`config.mk`:
```
export PLATFORM = sky130hd
export DESIGN_NAME = prio_irq_resolver
export DESIGN_NICKNAME = d
export VERILOG_FILES = /design/src/rtl/pic_res_pkg.sv /design/src/rtl/pic_req_capture.sv /design/src/rtl/pic_prio_scan.sv /design/src/rtl/prio_irq_resolver.sv
export SDC_FILE = /design/constraint.sdc
export NUM_CORES = 1
export LEC_CHECK = 0
export ABC_AREA = 1
export BUFFER_PORTS_ARGS = -buffer_cell sky130_fd_sc_hd__buf_2
export CORE_MARGIN = 4
export CORE_UTILIZATION = 53
export CTS_BUF_LIST = sky130_fd_sc_hd__clkbuf_8
export CTS_CLUSTER_SIZE = 20
export DETAILED_ROUTE_END_ITERATION = 8
export PLACE_DENSITY_LB_ADDON = 0.05
export SYNTH_ARGS = -nofsm -noshare
export SYNTH_HDL_FRONTEND = slang
export SYNTH_SLANG_ARGS = --single-unit
export TNS_END_PERCENT = 30
```
`constraint.sdc`:
```
create_clock -name clk -period 8.67 [get_ports clk]
set_clock_uncertainty 0.05 [all_clocks]
set_input_delay 1.734 -clock clk [delete_from_list [all_inputs] [get_ports clk]]
set_output_delay 1.734 -clock clk [all_outputs]
set_load 0.05 [all_outputs]
```
`src/rtl/pic_res_pkg.sv`:
```
package pic_res_pkg;
  typedef enum logic {
    TRIG_EDGE  = 1'b0,
    TRIG_LEVEL = 1'b1
  } trig_e;
endpackage

```
`src/rtl/pic_req_capture.sv`:
```
module pic_req_capture
  import pic_res_pkg::*;
#(
  parameter int N = 8
) (
  input  logic         clk,
  input  logic         rst_n,
  input  logic [N-1:0] irq_in,
  input  logic [N-1:0] trig_level,
  input  logic [N-1:0] ack_clr,
  output logic [N-1:0] irr_q,
  output logic [N-1:0] prev_q
);
  logic [N-1:0] irr_next;

  for (genvar g = 0; g < N; g++) begin : g_line
    always_comb begin
      if (trig_e'(trig_level[g]) == TRIG_LEVEL)
        irr_next[g] = irq_in[g];
      else
        irr_next[g] = (irr_q[g] & ~ack_clr[g]) | (irq_in[g] & ~prev_q[g]);
    end
  end

  always_ff @(posedge clk or negedge rst_n) begin
    if (!rst_n) begin
      irr_q  <= '0;
      prev_q <= '0;
    end else begin
      irr_q  <= irr_next;
      prev_q <= irq_in;
    end
  end

  AST_LEVEL_FOLLOWS: assert property (@(posedge clk) disable iff (!rst_n)
    1'b1 |=> (((irr_q ^ $past(irq_in)) & $past(trig_level)) == '0));
  AST_EDGE_SETS: assert property (@(posedge clk) disable iff (!rst_n)
    1'b1 |=> (($past(irq_in & ~prev_q & ~trig_level) & ~irr_q) == '0));
  AST_EDGE_HOLDS: assert property (@(posedge clk) disable iff (!rst_n)
    1'b1 |=> (($past(irr_q & ~trig_level & ~ack_clr) & ~irr_q) == '0));
endmodule

```
`src/rtl/pic_prio_scan.sv`:
```
module pic_prio_scan #(
  parameter int N  = 8,
  parameter int IW = $clog2(N)
) (
  input  logic [N-1:0]  vec,
  input  logic [IW-1:0] base,
  output logic [IW:0]   rel
);
  always_comb begin
    rel = (IW+1)'(N);
    for (int i = N - 1; i >= 0; i--) begin
      logic [IW-1:0] idx;
      idx = base + IW'(i);
      if (vec[idx]) rel = (IW+1)'(i);
    end
  end
endmodule

```
`src/rtl/prio_irq_resolver.sv`:
```
module prio_irq_resolver #(
  parameter int N         = 8,
  parameter int CASC_LINE = 2,
  localparam int IW       = $clog2(N)
) (
  input  logic          clk,
  input  logic          rst_n,
  input  logic [N-1:0]  irq_in,
  input  logic [N-1:0]  trig_level,
  input  logic          mask_we,
  input  logic [N-1:0]  mask_wdata,
  input  logic          sfnm_en,
  input  logic          aeoi_en,
  input  logic          rot_aeoi_en,
  input  logic          ack,
  input  logic          eoi_spec,
  input  logic [IW-1:0] eoi_line,
  input  logic          eoi_nonspec,
  input  logic          rot_we,
  input  logic [IW-1:0] rot_wdata,
  output logic          int_pending,
  output logic [IW-1:0] int_line,
  output logic [N-1:0]  irr_q,
  output logic [N-1:0]  isr_q,
  output logic [N-1:0]  imr_q,
  output logic [IW-1:0] offset_q
);
  localparam logic [N-1:0] CASC_BIT = N'(1) << CASC_LINE;
  localparam logic [IW:0]  EMPTY    = (IW+1)'(N);

  logic [N-1:0] prev_q;
  logic [N-1:0] req_vec, isr_eff, grant_mask, ack_clr, isr_set, isr_clr;
  logic [IW:0]  req_rel, cur_rel, isr_rel;
  logic         grant;

  pic_req_capture #(.N(N)) u_capture (
    .clk(clk), .rst_n(rst_n), .irq_in(irq_in), .trig_level(trig_level),
    .ack_clr(ack_clr), .irr_q(irr_q), .prev_q(prev_q)
  );

  assign req_vec = irr_q & ~imr_q;
  assign isr_eff = sfnm_en ? (isr_q & ~CASC_BIT) : isr_q;

  pic_prio_scan #(.N(N)) u_scan_req (.vec(req_vec), .base(offset_q), .rel(req_rel));
  pic_prio_scan #(.N(N)) u_scan_cur (.vec(isr_eff), .base(offset_q), .rel(cur_rel));
  pic_prio_scan #(.N(N)) u_scan_isr (.vec(isr_q),   .base(offset_q), .rel(isr_rel));

  assign int_pending = req_rel < cur_rel;
  assign int_line    = req_rel[IW-1:0] + offset_q;
  assign grant       = ack && int_pending;
  assign grant_mask  = grant ? (N'(1) << int_line) : '0;
  assign ack_clr     = grant_mask & ~trig_level;
  assign isr_set     = aeoi_en ? '0 : grant_mask;

  always_comb begin
    isr_clr = '0;
    if (eoi_spec) isr_clr = isr_clr | (N'(1) << eoi_line);
    if (eoi_nonspec && isr_rel != EMPTY)
      isr_clr = isr_clr | (N'(1) << (isr_rel[IW-1:0] + offset_q));
  end

  always_ff @(posedge clk or negedge rst_n) begin
    if (!rst_n) begin
      isr_q    <= '0;
      imr_q    <= '0;
      offset_q <= '0;
    end else begin
      isr_q <= (isr_q & ~isr_clr) | isr_set;
      if (mask_we) imr_q <= mask_wdata;
      if (rot_we)
        offset_q <= rot_wdata;
      else if (grant && aeoi_en && rot_aeoi_en)
        offset_q <= int_line + IW'(1);
    end
  end

  AST_WINNER_UNMASKED: assert property (@(posedge clk) disable iff (!rst_n)
    int_pending |-> (irr_q[int_line] && !imr_q[int_line]));
  AST_NO_REQ_NO_PEND: assert property (@(posedge clk) disable iff (!rst_n)
    (req_vec == '0) |-> !int_pending);
  AST_ACK_SETS_ISR: assert property (@(posedge clk) disable iff (!rst_n)
    (ack && int_pending && !aeoi_en) |=> isr_q[$past(int_line)]);
  AST_AEOI_ROTATES: assert property (@(posedge clk) disable iff (!rst_n)
    (ack && int_pending && aeoi_en && rot_aeoi_en && !rot_we)
      |=> (offset_q == $past(int_line) + IW'(1)));
  AST_SPEC_EOI_CLEARS: assert property (@(posedge clk) disable iff (!rst_n)
    (eoi_spec && !(ack && int_pending && !aeoi_en && int_line == eoi_line))
      |=> !isr_q[$past(eoi_line)]);
  AST_MASK_BLOCKS: assert property (@(posedge clk) disable iff (!rst_n)
    int_pending |-> !imr_q[int_line]);
endmodule

```
# Yosys cells after proc, flatten, opt, wreduce, memory -nomap -nowiden
# Cells that the tools add are included.
dict set report totals {
  latchBits 0
  input_bits 40
  wordCells 168
  out_inout_bits 31
  ramBits 0
  mem_count 0
  register_bits 35
  mem_bits_ro 0
}
dict set report classes {
  muxes 87
  bitwise_logic 48
  div 0
  n_eq_ne 1
  magnitude_cmp 9
  n_reduce_logical 5
  addsub 10
  n_shift 3
  n_mul 0
}
# op n
set op_table {}
lappend op_table {{$mux 4} 24}
lappend op_table {{$bmux 1 s3} 24}
lappend op_table {{$lt 3x4->1 const B} 8}
lappend op_table {{$mux 1} 32}
lappend op_table {{$mux 8} 4}
lappend op_table {{$and 8x8->8} 3}
lappend op_table {{$not 8->8} 3}
lappend op_table {{$shl 1x3->8 const A} 3}
lappend op_table {{$and 1x1->1} 16}
lappend op_table {{$not 1->1} 16}
lappend op_table {{$or 8x8->8} 2}
lappend op_table {{$add 3x3->3 const B} 4}
lappend op_table {{$mux 3} 3}
lappend op_table {{$or 1x1->1} 8}
lappend op_table {{$add 3x1->3 const B} 2}
lappend op_table {{$add 3x2->3 const B} 2}
lappend op_table {{$add 3x3->3} 2}
lappend op_table {{$logic_and 1x1->1} 4}
lappend op_table {{$lt 4x4->1} 1}
lappend op_table {{$ne 4x4->1 const B} 1}
lappend op_table {{$reduce_bool 2->1} 1}

# Depth between registers and ports, before layout
# Gate-level depths: netlist of the first run.
dict set report depth {
  word_depth 20
  ltp_mapped 28
  depth_no_buf 26
}

# Cells and area by module
# A second synthesis of the first run with hierarchy kept.
dict set report unflattened {
  hier_cells 560
  area_unflattened_um2 3490.8
}
# module area_per_inst_um2 cells_per_inst instances seq_area_each_um2
set by_module_without_submodules {}
lappend by_module_without_submodules {prio_irq_resolver 1564.0 211 1 475.5}
lappend by_module_without_submodules {pic_prio_scan 445.4 95 3 0.0}
lappend by_module_without_submodules {pic_req_capture 590.6 64 1 400.4}

# Worst setup path before layout of the first run
# No wires, ideal clock.
dict set report synth_path {
  kind {reg-to-output}
  from {register offset_q[1]}
  to {output int_pending}
  setup_slack_ns 2.426
  t_required_ns 6.886
  n_path_buf 3
  stages_incl_launch_ff 16
  arrival_ns 4.460
  cell_sequence {dfrtp_1 buf_4 inv_2 buf_4 ha_1 buf_2 clkinv_1 o21ai_0 inv_1 nand2_1 o21ai_0 nor3_1 nand4_1 ha_1 a21oi_2 a21boi_0}
}
dict set report synth_between {
  elab_chain_cells 12
  word_cells_on_any_way 56
  cone_classes {7 x add/sub; 1 x order compare; 48 x mux}
}
# item line_no
set synth_rtl {}
lappend synth_rtl {{start: declaration} prio_irq_resolver.sv:26} ;# output logic [IW-1:0] offset_q
lappend synth_rtl {{start signal: assignment} prio_irq_resolver.sv:71} ;# offset_q <= rot_wdata;
lappend synth_rtl {{start signal: assignment} prio_irq_resolver.sv:73} ;# offset_q <= int_line + IW'(1);
lappend synth_rtl {{$add 3x3->3} pic_prio_scan.sv:13} ;# idx = base + IW'(i);
lappend synth_rtl {{$bmux 1 s3} pic_prio_scan.sv:14} ;# if (vec[idx]) rel = (IW+1)'(i);
lappend synth_rtl {{$mux 1 (implied by the code)} pic_prio_scan.sv:14}
lappend synth_rtl {{$mux 4 (8 in a row)} pic_prio_scan.sv:14}
lappend synth_rtl {{$lt 4x4->1 *} prio_irq_resolver.sv:48} ;# assign int_pending = req_rel < cur_rel;
lappend synth_rtl {{end: declaration} prio_irq_resolver.sv:21} ;# output logic int_pending,
# Mark *: on every way between the ends. The rest lies on a longest branch, timed or not. The select of a mux whose other input is x is not followed.

# Worst setup path after layout of the first run
dict set report layout_path {
  from {register offset_q[0]}
  to {output int_pending}
}
# The elaborated chain is that of the path after synthesis.

==> results.yml, run 1 <==
status:
  outcome: "finished, final reports clean"
layout:
  fin_area_mm2: 0.00341
  n_antenna_cell: 0
  n_fill_cell: 521
  area_growth_pct: 16.5
  multi_input_area_mm2: 0.00174
  drive_gt1_share_pct: 18.4
  regArea_um2: 876
  stdcell_count: 582
  fin_nets: 566
logic_synthesis:
  synth_compound_area_share_pct: 12.5
  seq_area_frac_synth_pct: 29.9
  synth_area_per_cell_um2: 6.58
  synth_largest_area_cell: "dfrtp_1"
  yosys.area_share.xor_xnor_pct: 3.50
  ys_types: 40
  syn_nets: 499
  synth_fa_ha_area_share_pct: 6.49
  synth_top_cell_area_share_pct: 29.9
  synth_mux_area_share_pct: 0.384
  synth.area.top_cells: "dfrtp_1 (30%), nand2_1 (18%), nand3_1 (8.4%)"
  synthFlopType: "dfrtp_1"
  synthesis.area_mm2: 0.00293
  synth_seq_cells: 35
  synth-simple-area-share_pct: 36.5
  postSynth.asyncResetShare_pct: 100
  synth_enable_flop_cells: 0
  yosys_warnings: 0
  synth_cells: 445
  synth_top_family_by_area: "simple AND/OR/NAND/NOR gates"
placed_design:
  gp_congestion: 0.941
  port_buffers: 70
  dp_cells: 575
  place_area_mm2: 0.00331
  place_hpwl_mm: 6.57
floorplanning:
  die_h_um: 82.4
  io_pins: 71
  fp.dieW_um: 82.4
  initial_utilization_pct: 55.9
  rows: 26
  fp.coreArea_mm2: 0.00524
  fp.dieArea_mm2: 0.00678
setup_path:
  start_kind: "register"
  r2r_start: "offset_q[0]$_DFFE_PN0P_"
  critical-path-max-stage-delay_ns: 0.91
  crit_arrival_ns: 4.63
  cp_data_required_time_ns: 6.89
  critical_path_class: "register to output port"
  path_buf_inv: 4
  path_depth: 13
  critPathLaunch: "offset_q[0]$_DFFE_PN0P_"
  cp_top_family: "compound AO/OA/AOI/OAI gates"
  cp-end-kind: "output port"
  worstRegToRegCells: 25
  critical_path.cell_chain: "inv_2 -> ha_1 -> clkinv_1 -> o21ai_0 -> inv_1 -> nand2_1 -> o21ai_0 -> nor3_1 -> nand4_1 -> ha_1 -> a21oi_2 -> a21boi_0 -> buf_2"
  cp_slowest_cell: "dfrtp_1"
  path_max_fanout: 27
clock_tree:
  cts_buffers: 5
  cts_tree: "built"
  path_clk_slew_ns: 0.07
  cts_htree_levels: 2
  clock_path_buffers: 2
  cts_root_buffer: "clkbuf_8"
  ctsHoldBuffers: 0
  clock_sinks: 35
  clk_latency_ns: 0.29
  cts_resized: 0
  postCtsSetupBuffers: 0
detailed_routing:
  drt_first_iter_violations: 231
  first_pass_iters: 5
  num_vias: 3128
  post-route-drc-count: 0
  via_per_inst: 5.37
  drtAntennaViolNets: 0
  wl_mm: 8.15
  avgRoutedWirePerCell_um: 14.0
global_route:
  grt_max_degree: 36
  grt_pass1_wl_mm: 13.3
  first_global_vias: 2985
  grt_antenna_before_repair: 0
  grt.total_usage_pct: 25.9
  grt_overflow: 0
sta:
  finalSetupViolCount: 0
  report.final.slew_viol_count: 0
  tns_ns: 0
  timing.final.crit_share_pct: 74.0
  rsz0062_at_grt: "no"
  post-route-min-period_ns: 6.42
  slew_headroom_pct: 42.0
  hold_violations: 0
  worst_slew_pin_slew_ns: 0.869
  max_freq_mhz: 156
min_path:
  whs_path_depth: 3
  hold_class: "register to register"
  worstHoldStart: "u_capture.prev_q[7]$_DFF_PN0_"
run:
  drv_cap: 0
[cell usage after synthesis (2+ instances only)]
cell type / number
dfrtp_1: 35
nand2_1: 139
o21ai_0: 29
a31oi_2: 2
ha_1: 12
clkbuf_1: 2
nand3b_1: 6
nor2_1: 36
o21ai_1: 7
nand4_1: 10
o22ai_1: 7
a31oi_1: 5
nor3_1: 3
nand3_1: 49
xnor2_2: 2
buf_4: 3
inv_1: 62
buf_2: 3
a21oi_1: 6
inv_2: 5
fa_1: 2
xnor2_1: 2
[kinds of logic (layout without fill, tap and decap cells)]
kind of cell	count (synthesis)	after routing
xor+xnor	7	7
simple gates	247	247
buf+inv	78	145
mux	1	1
compound gates	63	63
flops	35	35
fa+ha+maj	14	14
[tightest hold or removal path, stage by stage, from the launching register on]
cell and delay [ns]:
dfrtp_1 0.33, nand2_1 0.05, nand2_1 0.04, o21ai_1 0.05
[flip-flops by register name (all words and copies together) (netlist names)]
| register | flops |
|---|---|
| imr_q | 8 |
| isr_q | 8 |
| offset_q | 3 |
| u_capture.irr_q | 8 |
| u_capture.prev_q | 8 |
[path summary, 6_finish.rpt]
check,endpoint,slack (ns)
setup / recovery,int_pending,2.25
hold / removal,u_capture.irr_q[7]$_DFF_PN0_,0.46
setup reg to reg,offset_q[2]$_DFFE_PN0P_,3.94
hold reg to reg,u_capture.irr_q[7]$_DFF_PN0_,0.46
max in group asynchronous,isr_q[3]$_DFF_PN0_,6.59
min in group asynchronous,imr_q[5]$_DFFE_PN0P_,1.47
[final cells by class]
type / count / area share, %
Clock inverter: 2 / 1.10
Multi-Input combinational cell: 332 / 50.9
Clock buffer: 5 / 2.02
Sequential cell: 35 / 25.7
Timing Repair Buffer: 70 / 10.3
Tap cell: 70 / 2.57
Inverter: 68 / 7.48
[routing by layer]
layer / track usage, % / routed length [um] / up-vias
met5: 0 / 0 / -
met2: 42.9 / 3910 / 115
li1: - / - / 1569
met1: 32.7 / 3510 / 1424
met3: 6.40 / 560 / 20
met4: 8.97 / 172 / 0
[placed cells by master (no fill, tap or decap), types with 2 or more instances in the layout]
master	count
nand2_1	139
buf_2	70
inv_1	62
nand3_1	49
nor2_1	36
dfrtp_1	35
o21ai_0	29
ha_1	12
nand4_1	10
o21ai_1	7
o22ai_1	7
a21oi_1	6
nand3b_1	6
inv_2	5
a31oi_1	5
clkbuf_8	5
nor3_1	3
xnor2_2	2
a31oi_2	2
xnor2_1	2
fa_1	2
[through the flow]
stage	hold WS (ns)	setup WS (ns)	utilization, %
finish	0.459	2.25	65.2
global route	0.484	1.75	65.2
CTS	0.467	2.32	65.2
detailed placement	0.456	2.66	63.2
global placement	0.453	2.79	63.2
floorplan	0.427	2.43	-
Power of run 1 is left out: the tool's default activity adds up to more than one toggle a clock period on the data nets, which glitch-free logic cannot reach.
==> inputs of run 2 (changes only) <==
==> constraint.sdc (replaced) <==
create_clock -name clk -period 6.5 [get_ports clk]
set_clock_uncertainty 0.05 [all_clocks]
set_input_delay 1.3 -clock clk [delete_from_list [all_inputs] [get_ports clk]]
set_output_delay 1.3 -clock clk [all_outputs]
set_load 0.05 [all_outputs]
==> run 2 against run 1 <==
  * Non-clock buffer count grew 2
  * Critical path type unchanged
  * Die area unchanged
  * Highest routed layer unchanged
  * Cell area rose by 0.44%
  * Core utilization increased by 0.29 points
  * Cell count rose by 0.34%
  * Worst hold slack better by 0.0061 ns
  * Setup slack worse by 1.1 ns
  * Register-to-register slack got worse by 1.5 ns
==> results.yml, run 2 (same netlist as run 1, synthesis figures left out) <==
status:
  outcome: "finished, final reports clean"
global_route:
  grt.total_usage_pct: 26.6
  top_usage_layer: "met2"
  grt_overflow: 0
  use_met1_pct: 35.1
  grt_max_degree: 36
  met2_usage_pct: 43.1
  grt_pass1_wl_mm: 13.6
  first_global_vias: 2961
  grt_antenna_before_repair: 0
  met3_usage_pct: 5.42
sta:
  post-route-min-period_ns: 5.30
  slew_headroom_pct: 48.6
  rsz0062_at_grt: "no"
  finalSetupViolCount: 0
  max_freq_mhz: 189
  worst_slew_pin_slew_ns: 0.770
  tns_ns: 0
  report.final.slew_viol_count: 0
  hold_violations: 0
  timing.final.crit_share_pct: 81.6
detailed_routing:
  drt_first_iter_violations: 207
  post-route-drc-count: 0
  drtAntennaViolNets: 0
  wl_mm: 8.04
  avgRoutedWirePerCell_um: 13.8
  num_vias: 3108
  via_per_inst: 5.32
  first_pass_iters: 5
clock_tree:
  clk_latency_ns: 0.29
  cts_buffers: 5
  ctsHoldBuffers: 0
  cts_root_buffer: "clkbuf_8"
  cts_tree: "built"
  clock_path_buffers: 2
  path_clk_slew_ns: 0.07
  clock_sinks: 35
  cts_resized: 0
  postCtsSetupBuffers: 0
  cts_htree_levels: 2
layout:
  final_common_cell: "nand2_1"
  n_fill_cell: 498
  most-common-layout-cells: "nand2_1 (139), buf_2 (70), inv_1 (62)"
  n_antenna_cell: 0
  fin_nets: 568
  area_growth_pct: 17.0
  drive_gt1_share_pct: 18.7
setup_path:
  path_buf_inv: 4
  critical_path_class: "register to output port"
  start_kind: "register"
  cp-end-kind: "output port"
  cp_top_family: "compound AO/OA/AOI/OAI gates"
  critical-path-max-stage-delay_ns: 0.48
  rrSetupSlack_ns: 2.45
  cp_slowest_cell: "ha_1"
  cp_data_required_time_ns: 5.15
  critical_path.cell_chain: "inv_2 -> ha_1 -> clkinv_1 -> o21ai_0 -> inv_1 -> nand2_1 -> o21ai_0 -> nor3_1 -> nand4_1 -> ha_1 -> a21oi_2 -> a21boi_0 -> buf_2"
  path_max_fanout: 16
  crit_arrival_ns: 3.95
floorplanning:
  initial_utilization_pct: 55.9
  fp.coreArea_mm2: 0.00524
  rows: 26
  io_pins: 71
  fp.dieW_um: 82.4
  die_h_um: 82.4
  fp.dieArea_mm2: 0.00678
placed_design:
  place_hpwl_mm: 6.57
  gp_congestion: 0.946
  port_buffers: 70
min_path:
  hold_class: "register to register"
run:
  drv_cap: 0
## run 2: cell count changes in the layout (fill, tap and decap cells not counted), sizes merged
cell,change
buf,+2
## run 2: per-layer routing
metal	share of wire [%]	vias up	wire, um
li1	-	1578	-
met2	46	123	3730
met3	7.4	19	593
met5	0	-	0
met4	2.7	0	214
met1	44	1388	3510
## run 2: per-stage QoR
stage	util (%)	cell area (um2)	std cells	setup WS [ns]	hold WS, ns
2_1_floorplan	-	2930	445	0.690	0.427
3_3_place_gp	63.4	3320	577	1.59	0.446
3_5_place_dp	63.4	3320	577	1.52	0.453
4_1_cts	65.5	3430	584	1.20	0.462
5_1_grt	65.5	3430	584	0.752	0.513
6_report	65.5	3430	584	1.20	0.465
## run 2: final timing paths
check / from / to / cells past startpoint
worst max-delay path: offset_q[0]$_DFFE_PN0P_ / int_pending / 13
worst min-delay path: u_capture.prev_q[7]$_DFF_PN0_ / u_capture.irr_q[7]$_DFF_PN0_ / 3
worst max register to register: offset_q[0]$_DFFE_PN0P_ / u_capture.irr_q[0]$_DFF_PN0_ / 24
worst min register to register: u_capture.prev_q[7]$_DFF_PN0_ / u_capture.irr_q[7]$_DFF_PN0_ / 3
max in group asynchronous: rst_n / isr_q[1]$_DFF_PN0_ / 1
min in group asynchronous: rst_n / imr_q[0]$_DFFE_PN0P_ / 1
## run 2: cell type report
type	instances	area, um2	share of cell area [%]
flip-flops and latches	35	876	25.5
inverters	68	255	7.44
well taps	70	87.6	2.55
clock inverters	2	37.5	1.09
multi-input cells	332	1740	50.7
repair buffers	72	365	10.7
clock buffers	5	68.8	2.01
## run 2: worst reg2reg max path: stages (launching register included)
cell      delay [ns]
dfrtp_1         0.37
inv_2           0.13
ha_1            0.48
clkinv_1        0.30
nand3_1         0.17
nand2_1         0.07
inv_1           0.11
o21ai_1         0.10
nand2_1         0.10
nand2_1         0.05
nand2_1         0.07
nand2_1         0.06
nand2_1         0.06
nand2_1         0.07
inv_1           0.07
ha_1            0.13
inv_1           0.05
fa_1            0.37
xor2_1          0.35
xnor2_4         0.20
inv_2           0.09
nor2_1          0.09
nand4_1         0.19
nand3b_1        0.17
nand2_1         0.06
Power of run 2 is left out for the same reason.
